**src/rtl/smc_pkg.sv**
```systemverilog
package smc_pkg;
  localparam int WAIT_W   = 7;
  localparam int CNT_W    = WAIT_W + 1;
  localparam int LANES    = 2;
  localparam int DATA_W   = 8 * LANES;
  localparam int WORD_W   = 32;
  localparam int NPHASE   = 7;

  // Phase order is the order in which an access walks through them.
  typedef enum logic [2:0] {
    PH_IDLE  = 3'd0,
    PH_ASET  = 3'd1,
    PH_CSSET = 3'd2,
    PH_STRB  = 3'd3,
    PH_CSHLD = 3'd4,
    PH_AHLD  = 3'd5,
    PH_FLOAT = 3'd6
  } phase_e;

  typedef enum logic [1:0] {
    LM_WIDE_ONE = 2'd0,
    LM_WIDE_TWO = 2'd1,
    LM_NARROW   = 2'd2
  } lane_mode_e;

  typedef struct packed {
    logic [1:0]        strobe_hold;
    logic [1:0]        strobe_setup;
    logic [1:0]        addr_gap;
    logic              early_read;
    lane_mode_e        lane_mode;
    logic [3:0]        float_clks;
    logic              wait_en;
    logic [WAIT_W-1:0] wait_cnt;
  } cs_timing_t;

  function automatic cs_timing_t unpack_word(input logic [WORD_W-1:0] w);
    cs_timing_t t;
    t.strobe_hold  = w[29:28];
    t.strobe_setup = w[25:24];
    t.addr_gap     = w[17:16];
    t.early_read   = w[15];
    t.float_clks   = w[11:8];
    t.wait_en      = w[7];
    t.wait_cnt     = w[6:0];
    if (w[14:13] == 2'd2)
      t.lane_mode = LM_NARROW;
    else if (w[12])
      t.lane_mode = LM_WIDE_TWO;
    else
      t.lane_mode = LM_WIDE_ONE;
    return t;
  endfunction
endpackage

```
**src/rtl/smc_cfg_select.sv**
```systemverilog
module smc_cfg_select
  import smc_pkg::*;
#(
  parameter int NCS   = 8,
  parameter int SEL_W = 3
) (
  input  logic [NCS*WORD_W-1:0] cfg_words,
  input  logic [SEL_W-1:0]      sel,
  output cs_timing_t            cfg
);
  cs_timing_t decoded [NCS];

  for (genvar g = 0; g < NCS; g++) begin : g_dec
    assign decoded[g] = unpack_word(cfg_words[g*WORD_W +: WORD_W]);
  end

  always_comb begin
    cfg = decoded[0];
    for (int i = 0; i < NCS; i++) begin
      if (SEL_W'(i) == sel) cfg = decoded[i];
    end
  end
endmodule

```
**src/rtl/smc_phase_seq.sv**
```systemverilog
module smc_phase_seq
  import smc_pkg::*;
(
  input  logic       clk,
  input  logic       rst,
  input  logic       start,
  input  logic       is_read,
  input  cs_timing_t cfg,
  output phase_e     phase_d,
  output logic       strobe_last
);
  phase_e                         phase_q;
  logic [CNT_W-1:0]               cnt_q, cnt_d;
  logic [NPHASE-1:0][CNT_W-1:0]   len;

  // Length in clocks of every phase for the current access; zero skips it.
  always_comb begin
    len           = '0;
    len[PH_ASET]  = CNT_W'(cfg.addr_gap);
    len[PH_CSSET] = (is_read && cfg.early_read) ? '0 : CNT_W'(cfg.strobe_setup);
    len[PH_STRB]  = cfg.wait_en ? (CNT_W'(cfg.wait_cnt) + CNT_W'(1)) : CNT_W'(1);
    len[PH_CSHLD] = CNT_W'(cfg.strobe_hold);
    len[PH_AHLD]  = CNT_W'(cfg.addr_gap);
    len[PH_FLOAT] = is_read ? CNT_W'(cfg.float_clks) : '0;
  end

  function automatic phase_e next_live(input phase_e from,
                                       input logic [NPHASE-1:0][CNT_W-1:0] l);
    phase_e r;
    logic   hit;
    r   = PH_IDLE;
    hit = 1'b0;
    for (int i = 1; i < NPHASE; i++) begin
      if (!hit && (i > int'(from)) && (l[i] != '0)) begin
        r   = phase_e'(3'(i));
        hit = 1'b1;
      end
    end
    return r;
  endfunction

  always_comb begin
    phase_d = phase_q;
    cnt_d   = cnt_q;
    if (phase_q == PH_IDLE) begin
      if (start) begin
        phase_d = next_live(PH_IDLE, len);
        cnt_d   = len[phase_d] - 1'b1;
      end
    end else if (cnt_q == '0) begin
      phase_d = next_live(phase_q, len);
      cnt_d   = (phase_d == PH_IDLE) ? '0 : (len[phase_d] - 1'b1);
    end else begin
      cnt_d = cnt_q - 1'b1;
    end
  end

  always_ff @(posedge clk) begin
    if (rst) begin
      phase_q <= PH_IDLE;
      cnt_q   <= '0;
    end else begin
      phase_q <= phase_d;
      cnt_q   <= cnt_d;
    end
  end

  assign strobe_last = (phase_q == PH_STRB) && (cnt_q == '0);
endmodule

```
**src/rtl/smc_lane_map.sv**
```systemverilog
module smc_lane_map
  import smc_pkg::*;
(
  input  lane_mode_e       mode,
  input  logic [LANES-1:0] be,
  input  logic             is_write,
  input  logic             strobe_on,
  input  logic             cs_on,
  output logic [LANES-1:0] wr_n,
  output logic [LANES-1:0] bls_n
);
  logic wr_act;
  assign wr_act = is_write && strobe_on;

  always_comb begin
    wr_n  = '1;
    bls_n = '1;
    unique case (mode)
      LM_WIDE_TWO: begin
        if (wr_act) wr_n = ~be;
      end
      LM_NARROW: begin
        if (wr_act) wr_n = ~LANES'(1);
      end
      default: begin
        if (wr_act) wr_n = '0;
        if (cs_on)  bls_n = ~be;
      end
    endcase
  end
endmodule

```
**src/rtl/smc_cs_timing.sv**
```systemverilog
module smc_cs_timing
  import smc_pkg::*;
#(
  parameter int  NCS   = 8,
  parameter int  AW    = 24,
  localparam int SEL_W = (NCS > 1) ? $clog2(NCS) : 1
) (
  input  logic                  clk,
  input  logic                  rst,
  input  logic [NCS*WORD_W-1:0] cfg_words,
  input  logic                  req_valid,
  output logic                  req_ready,
  input  logic [SEL_W-1:0]      req_cs,
  input  logic                  req_write,
  input  logic [AW-1:0]         req_addr,
  input  logic [DATA_W-1:0]     req_wdata,
  input  logic [LANES-1:0]      req_be,
  output logic                  rsp_done,
  output logic [DATA_W-1:0]     rsp_rdata,
  output logic [NCS-1:0]        mem_cs_n,
  output logic                  mem_rd_n,
  output logic [LANES-1:0]      mem_wr_n,
  output logic [LANES-1:0]      mem_bls_n,
  output logic [AW-1:0]         mem_addr,
  output logic [DATA_W-1:0]     mem_dout,
  output logic                  mem_doe,
  input  logic [DATA_W-1:0]     mem_din
);
  logic             accept;
  cs_timing_t       req_cfg, lat_cfg, cur_cfg;
  logic [SEL_W-1:0] lat_cs, cur_cs;
  logic             lat_write, cur_write;
  logic [LANES-1:0] lat_be, cur_be;
  phase_e           phase_d;
  logic             strobe_last;
  logic             cs_on_d, strb_d;
  logic [NCS-1:0]   cs_sel_d;
  logic [LANES-1:0] wr_n_d, bls_n_d;

  assign accept = req_valid && req_ready;

  smc_cfg_select #(.NCS(NCS), .SEL_W(SEL_W)) u_sel (
    .cfg_words (cfg_words),
    .sel       (req_cs),
    .cfg       (req_cfg)
  );

  // Snapshot of the accepted request; used for the rest of the access.
  always_ff @(posedge clk) begin
    if (rst) begin
      lat_cfg   <= '0;
      lat_cs    <= '0;
      lat_write <= 1'b0;
      lat_be    <= '0;
    end else if (accept) begin
      lat_cfg   <= req_cfg;
      lat_cs    <= req_cs;
      lat_write <= req_write;
      lat_be    <= req_be;
    end
  end

  assign cur_cfg   = accept ? req_cfg   : lat_cfg;
  assign cur_cs    = accept ? req_cs    : lat_cs;
  assign cur_write = accept ? req_write : lat_write;
  assign cur_be    = accept ? req_be    : lat_be;

  smc_phase_seq u_seq (
    .clk         (clk),
    .rst         (rst),
    .start       (accept),
    .is_read     (!cur_write),
    .cfg         (cur_cfg),
    .phase_d     (phase_d),
    .strobe_last (strobe_last)
  );

  assign cs_on_d = (phase_d == PH_CSSET) || (phase_d == PH_STRB) || (phase_d == PH_CSHLD);
  assign strb_d  = (phase_d == PH_STRB);

  for (genvar g = 0; g < NCS; g++) begin : g_cs
    assign cs_sel_d[g] = cs_on_d && (cur_cs == SEL_W'(g));
  end

  smc_lane_map u_lane (
    .mode      (cur_cfg.lane_mode),
    .be        (cur_be),
    .is_write  (cur_write),
    .strobe_on (strb_d),
    .cs_on     (cs_on_d),
    .wr_n      (wr_n_d),
    .bls_n     (bls_n_d)
  );

  // All pins are flops loaded from the next-phase decode.
  always_ff @(posedge clk) begin
    if (rst) begin
      req_ready <= 1'b1;
      mem_cs_n  <= '1;
      mem_rd_n  <= 1'b1;
      mem_wr_n  <= '1;
      mem_bls_n <= '1;
      mem_addr  <= '0;
      mem_dout  <= '0;
      mem_doe   <= 1'b0;
      rsp_done  <= 1'b0;
      rsp_rdata <= '0;
    end else begin
      req_ready <= (phase_d == PH_IDLE);
      mem_cs_n  <= ~cs_sel_d;
      mem_rd_n  <= !(strb_d && !cur_write);
      mem_wr_n  <= wr_n_d;
      mem_bls_n <= bls_n_d;
      mem_doe   <= cs_on_d && cur_write;
      rsp_done  <= strobe_last;
      if (accept) begin
        mem_addr <= req_addr;
        mem_dout <= req_wdata;
      end
      if (strobe_last && !lat_write) begin
        if (lat_cfg.lane_mode == LM_NARROW)
          rsp_rdata <= DATA_W'(mem_din[7:0]);
        else
          rsp_rdata <= mem_din;
      end
    end
  end
endmodule

```
**config.mk**
```make
export PLATFORM = sky130hd
export DESIGN_NAME = smc_cs_timing
export DESIGN_NICKNAME = d
export VERILOG_FILES = /design/src/rtl/smc_pkg.sv /design/src/rtl/smc_cfg_select.sv /design/src/rtl/smc_phase_seq.sv /design/src/rtl/smc_lane_map.sv /design/src/rtl/smc_cs_timing.sv
export SDC_FILE = /design/constraint.sdc
export NUM_CORES = 1
export LEC_CHECK = 0
export CORE_AREA = 5 5 150 152
export DETAILED_ROUTE_END_ITERATION = 10
export DIE_AREA = 0 0 155 157
export MAX_ROUTING_LAYER = met4
export PLACE_DENSITY = 0.83
export SETUP_SLACK_MARGIN = 0.1
export SLEW_MARGIN = 10
export SYNTH_ARGS = -nofsm -noshare
export SYNTH_HDL_FRONTEND = slang
export SYNTH_SLANG_ARGS = --single-unit
```
**constraint.sdc**
```tcl
create_clock -name clk -period 4.83 [get_ports clk]
set_input_delay 0.483 -clock clk [delete_from_list [all_inputs] [get_ports clk]]
set_output_delay 0.483 -clock clk [all_outputs]
set_load 0.005 [all_outputs]
```
* Word level (Yosys, flattened, before mapping)
Cells that the tools add are included.
Cells by class: $add $sub $neg 4, multiply operators 0, div/mod/pow operators 0, magnitude comparators 8, equal/unequal tests 30, shift-type cells 0, mux-type cells 92, bitwise operators 3, reduce and logical (&&, ||, !) cells 57
Operators by type and width (count):
- two-way mux 21 bit | 8
- two-way mux 8 bit | 7
- binary-select mux 8 bit (select 3 bit) | 2
- two-way mux 1 bit | 42
- two-way mux 3 bit | 14
- nonzero test 8 bit | 5
- two-way mux 2 bit | 16
- logical AND 1 bit | 31
- subtractor 8 x 1 -> 8 bit (second input constant) | 3
- == test 2 bit (second input constant) | 10
- two-way mux 16 bit | 1
- == test 3 x 2 -> 1 bit (second input constant) | 5
- == test 3 bit (second input constant) | 5
- zero test 1 bit | 13
- == test 3 bit (first input constant) | 4
- zero test 3 bit | 4
- greater-than comparator 3 bit (first input constant) | 3
- adder 7 x 1 -> 8 bit (second input constant) | 1
- zero test 8 bit | 1
- < comparator 3 x 4 -> 1 bit (second input constant) | 2
- inverter 8 bit | 1
- == test 2 x 3 -> 1 bit (first input constant) | 2
- greater-than comparator 2 x 3 -> 1 bit (first input constant) | 2
- two-way mux 4 bit | 1
- 10 further kinds | 11
Storage, ports and cells: flip-flop bits (word level) 110, bits in latches 0, RAM bits 0, ROM bits 0, input bits 321, output and inout port bits 72, word-level logic and storage cells 217, memories kept 0

* Depth between registers and ports, before layout
depth after elaboration 52, depth in mapped cells 23, mapped depth without buffers 20

* Cells and area by module
A second synthesis with hierarchy kept.
Unflattened totals: cells, all modules 903, area, all modules 7231.9 µm²
By module, submodules not included:
- smc_cs_timing | times used 1, cells each 391, area each 3633.5 µm², seq. area each 1981.9 µm²
- smc_phase_seq | times used 1, cells each 248, area each 1771.7 µm², seq. area each 220.2 µm²
- smc_cfg_select | times used 1, cells each 250, area each 1744.2 µm², seq. area each 0.0 µm²
- smc_lane_map | times used 1, cells each 14, area each 82.6 µm², seq. area each 0.0 µm²

* Least setup slack after synthesis
No wires, ideal clock.
kind input to register, from in req_valid, to reg u_seq.cnt_q[4], setup time 0.134 ns, data arrival time 4.211 ns, data required time 4.696 ns, path slack 0.485 ns, stages 23, buffers on the path 5, cells stage by stage and2_1 buf_2 buf_2 buf_1 clkbuf_1 o21a_1 ha_1 o21ai_0 a21oi_1 xnor2_1 a31oi_2 nor3_2 buf_2 nor2_1 nor2_1 o21ai_0 ha_1 nor2b_1 a21oi_1 a21oi_1 o21ai_0 a41oi_1 a211oi_1
RTL lines:
- start, declared | RTL line smc_cs_timing.sv:11 | input logic req_valid,
- end signal, assigned | RTL line smc_phase_seq.sv:64 | cnt_q <= cnt_d;
- end, declared | RTL line smc_phase_seq.sv:13 | logic [CNT_W-1:0] cnt_q, cnt_d;

==> flow_metrics.tcl <==
set metrics [dict create \
    drive_gt1_frac 0.117 \
    cts_buffers 9 \
    vias 8623 \
    cts_sinks 110 \
    p_per_area_mw_per_mm2 398 \
    yosysTopAreaCell "dfxtp_1" \
    hold_viol_final 0 \
    clk_path_buf_depth 2 \
    syn-num-nets 1286 \
    viasPerCell 5.50 \
    synth_top_flop_cell "dfxtp_1" \
    clkLatencyLatePin_ns 0.37 \
    die_w_um 155 \
    timing.fmax_mhz 227 \
    power_mw 4.51 \
    setup-violations-final 0 \
    whs_path_depth 2 \
    path_max_fanout 10 \
    synth.most_common_cell "nand2_1" \
    cts-root-buf "clkbuf_16" \
    critical_path_class "in -> reg" \
    final.setup.tns_ns 0 \
    syn_area_per_cell_um2 7.65 \
    antenna_found_initial 0 \
    fin_crit_sh 0.913 \
    hold_class "reg -> reg" \
    start_util 0.351 \
    n_antenna_cell 0 \
    gp_congestion 0.956 \
    hpwl_um 23800 \
    slowest_delay_ns 0.42 \
    path_cells "clkdlybuf4s50_1 -> nor3b_1 -> o21ai_1 -> a311o_1 -> o21a_1 -> ha_1 -> o21ai_0 -> a21oi_1 -> xnor2_1 -> a31oi_2 -> nor3_2 -> buf_4 -> a31oi_1 -> a21boi_0 -> ha_1 -> buf_4 -> and2_4 -> and4_1 -> o311a_1 -> a311oi_1" \
    synth_cell_types 99 \
    drt_iter0_markers 654 \
    fin_crit_ns 4.41 \
    maxCapViolCount 0 \
    grt_overflow_total 0 \
    nNetsFinal 1615 \
    postCtsHoldBufs 0 \
    core_mm2 0.0209 \
    max-slew-margin-rel 0.290 \
    routed_wirelength_um 29900 \
    path_clk_slew_ns 0.08 \
    yosysWarnings 0 \
    portBuffers 312 \
    worst-path-buf-inv 3 \
    ant_nets 0 \
    path_depth 20 \
    synth_top_area_frac 0.300 \
    slowest_stage "clkdlybuf4s50_1" \
    grt_pass1_wl_um 45500 \
    p_leak_nw 4.23 \
    cp.arrival_ns 4.68 \
    route.detailed.drc 0 \
    finalMaxSlewViolations 0 \
    first_pass_iters 5 \
    ir_worst_vdd_uv 246 \
    grt_pass1_vias 8413 \
    rsz0062_at_grt "false" \
    synth-async-reset-ratio 0 \
    grt_max_degree 49 \
    synth_area_mm2 0.00733 \
    pin_count 393 \
    end_kind "flip-flop" \
    clock_skew_ns 0.0120 \
    fillers 1927 \
    cts_tree "yes" \
    area_growth_pct 54.6 \
    rr_worst_depth 19 \
    start_kind "input port" \
    synthCells 959 \
    critPathTopFamily "compound AO/OA/AOI/OAI gates" \
    die_h_um 157 \
    htreeDepth 3 \
    worst_slew_pin_slew_ns 1.06 \
    synth_edf_count 0 \
    ys_ff_latch 110 \
    outcome "finished, final reports clean" \
    cp_data_required_time_ns 5.10 \
    synth_seq_area_share 0.300 \
    die_area_mm2 0.0243 \
    synthTopCellsByArea "dfxtp_1 (30%), nand2_1 (8.4%), a21oi_1 (7.2%)" \
    grt_usage 0.238 \
    wire_per_inst_um 19.1 \
    rows 53 \
    synthTopCellsByCount "nand2_1 (164), dfxtp_1 (110), a21oi_1 (106)" \
]
-- layout make-up --
class	count	area, um^2	share of cell area
clock inverter	7	88.8	0.00784
timing repair buffer	388	3710	0.328
inverter	20	75.1	0.00662
sequential	110	2200	0.194
clock buffer	9	225	0.0199
multi-input combinational	759	4690	0.413
tap	275	344	0.0304
-- routing by layer --
metal	track usage	vias to the layer above	wire, um	part of all wire
met5	-	-	0	0
met4	0.0656	0	661	0.022
met3	0.0379	41	1830	0.061
met2	0.429	296	15500	0.52
met1	0.275	4123	12000	0.40
li1	-	4163	-	-
-- final timing paths --
check                startpoint        endpoint  slack [ns]
setup / recovery  cfg_words[65]  u_seq.cnt_q[6]        0.42
hold / removal      mem_addr[4]     mem_addr[4]        0.45
setup reg to reg      req_ready  u_seq.cnt_q[6]        0.64
hold reg to reg     mem_addr[4]     mem_addr[4]        0.45
-- registers in the layout, summed over array words and instances (netlist names), 3 cells and up --
name and count:
mem_dout 16, lat_cfg 21, lat_cs 3, mem_addr 24, u_seq.phase_q 3, mem_cs_n 8
rsp_rdata 16, u_seq.cnt_q 8
-- where the power goes --
part | internal, mW | switching, mW | leakage (nW)
logic | 1.21 | 1.38 | 3.17
registers | 1.04 | 0.0982 | 0.901
clock network | 0.378 | 0.408 | 0.153
-- cells by family after synthesis --
| group | after synthesis | synth area share |
|---|---|---|
| mux | 39 | 0.0592 |
| xor+xnor | 13 | 0.0155 |
| flops | 110 | 0.300 |
| simple gates | 380 | 0.248 |
| buf+inv | 90 | 0.0618 |
| compound gates | 321 | 0.305 |
| fa+ha+maj | 6 | 0.0102 |
-- cells in the final DEF, fill, tap and decap left out, types with 18 or more instances in the layout --
cell             count
clkdlybuf4s50_1    308
nand2b_1            21
a21oi_1            105
mux2i_1             22
nand3_1             33
dfxtp_1            110
buf_4               72
nor2_1              69
nand2_1            163
o21ai_0             45
o221ai_1            19
inv_1               18
-- metrics by stage --
stage	instances	worst slack [ns]	hold WS, ns	util	cell area [um^2]
after floorplan	959	0.485	0.431	-	7330
after global placement	1552	0.173	0.438	0.527	11000
after detailed placement	1552	0.0595	0.443	0.527	11000
after CTS	1568	0.398	0.455	0.542	11300
after global routing	1568	0.162	0.470	0.543	11300
final	1568	0.420	0.455	0.543	11300
-- tightest hold or removal path, delay by kind of cell (launching register included) --
family,cells,cell delay [ns]
and+or+nand+nor,1,0.05
DFF,1,0.31
AOI/OAI and AO/OA,1,0.05
-- timing repair --
action / CTS / global route
endpoints found under the setup margin: 0 / 2
buffers inserted: 0 / 0
resized for setup: 0 / 4
Power figures use the tool's default switching activity.
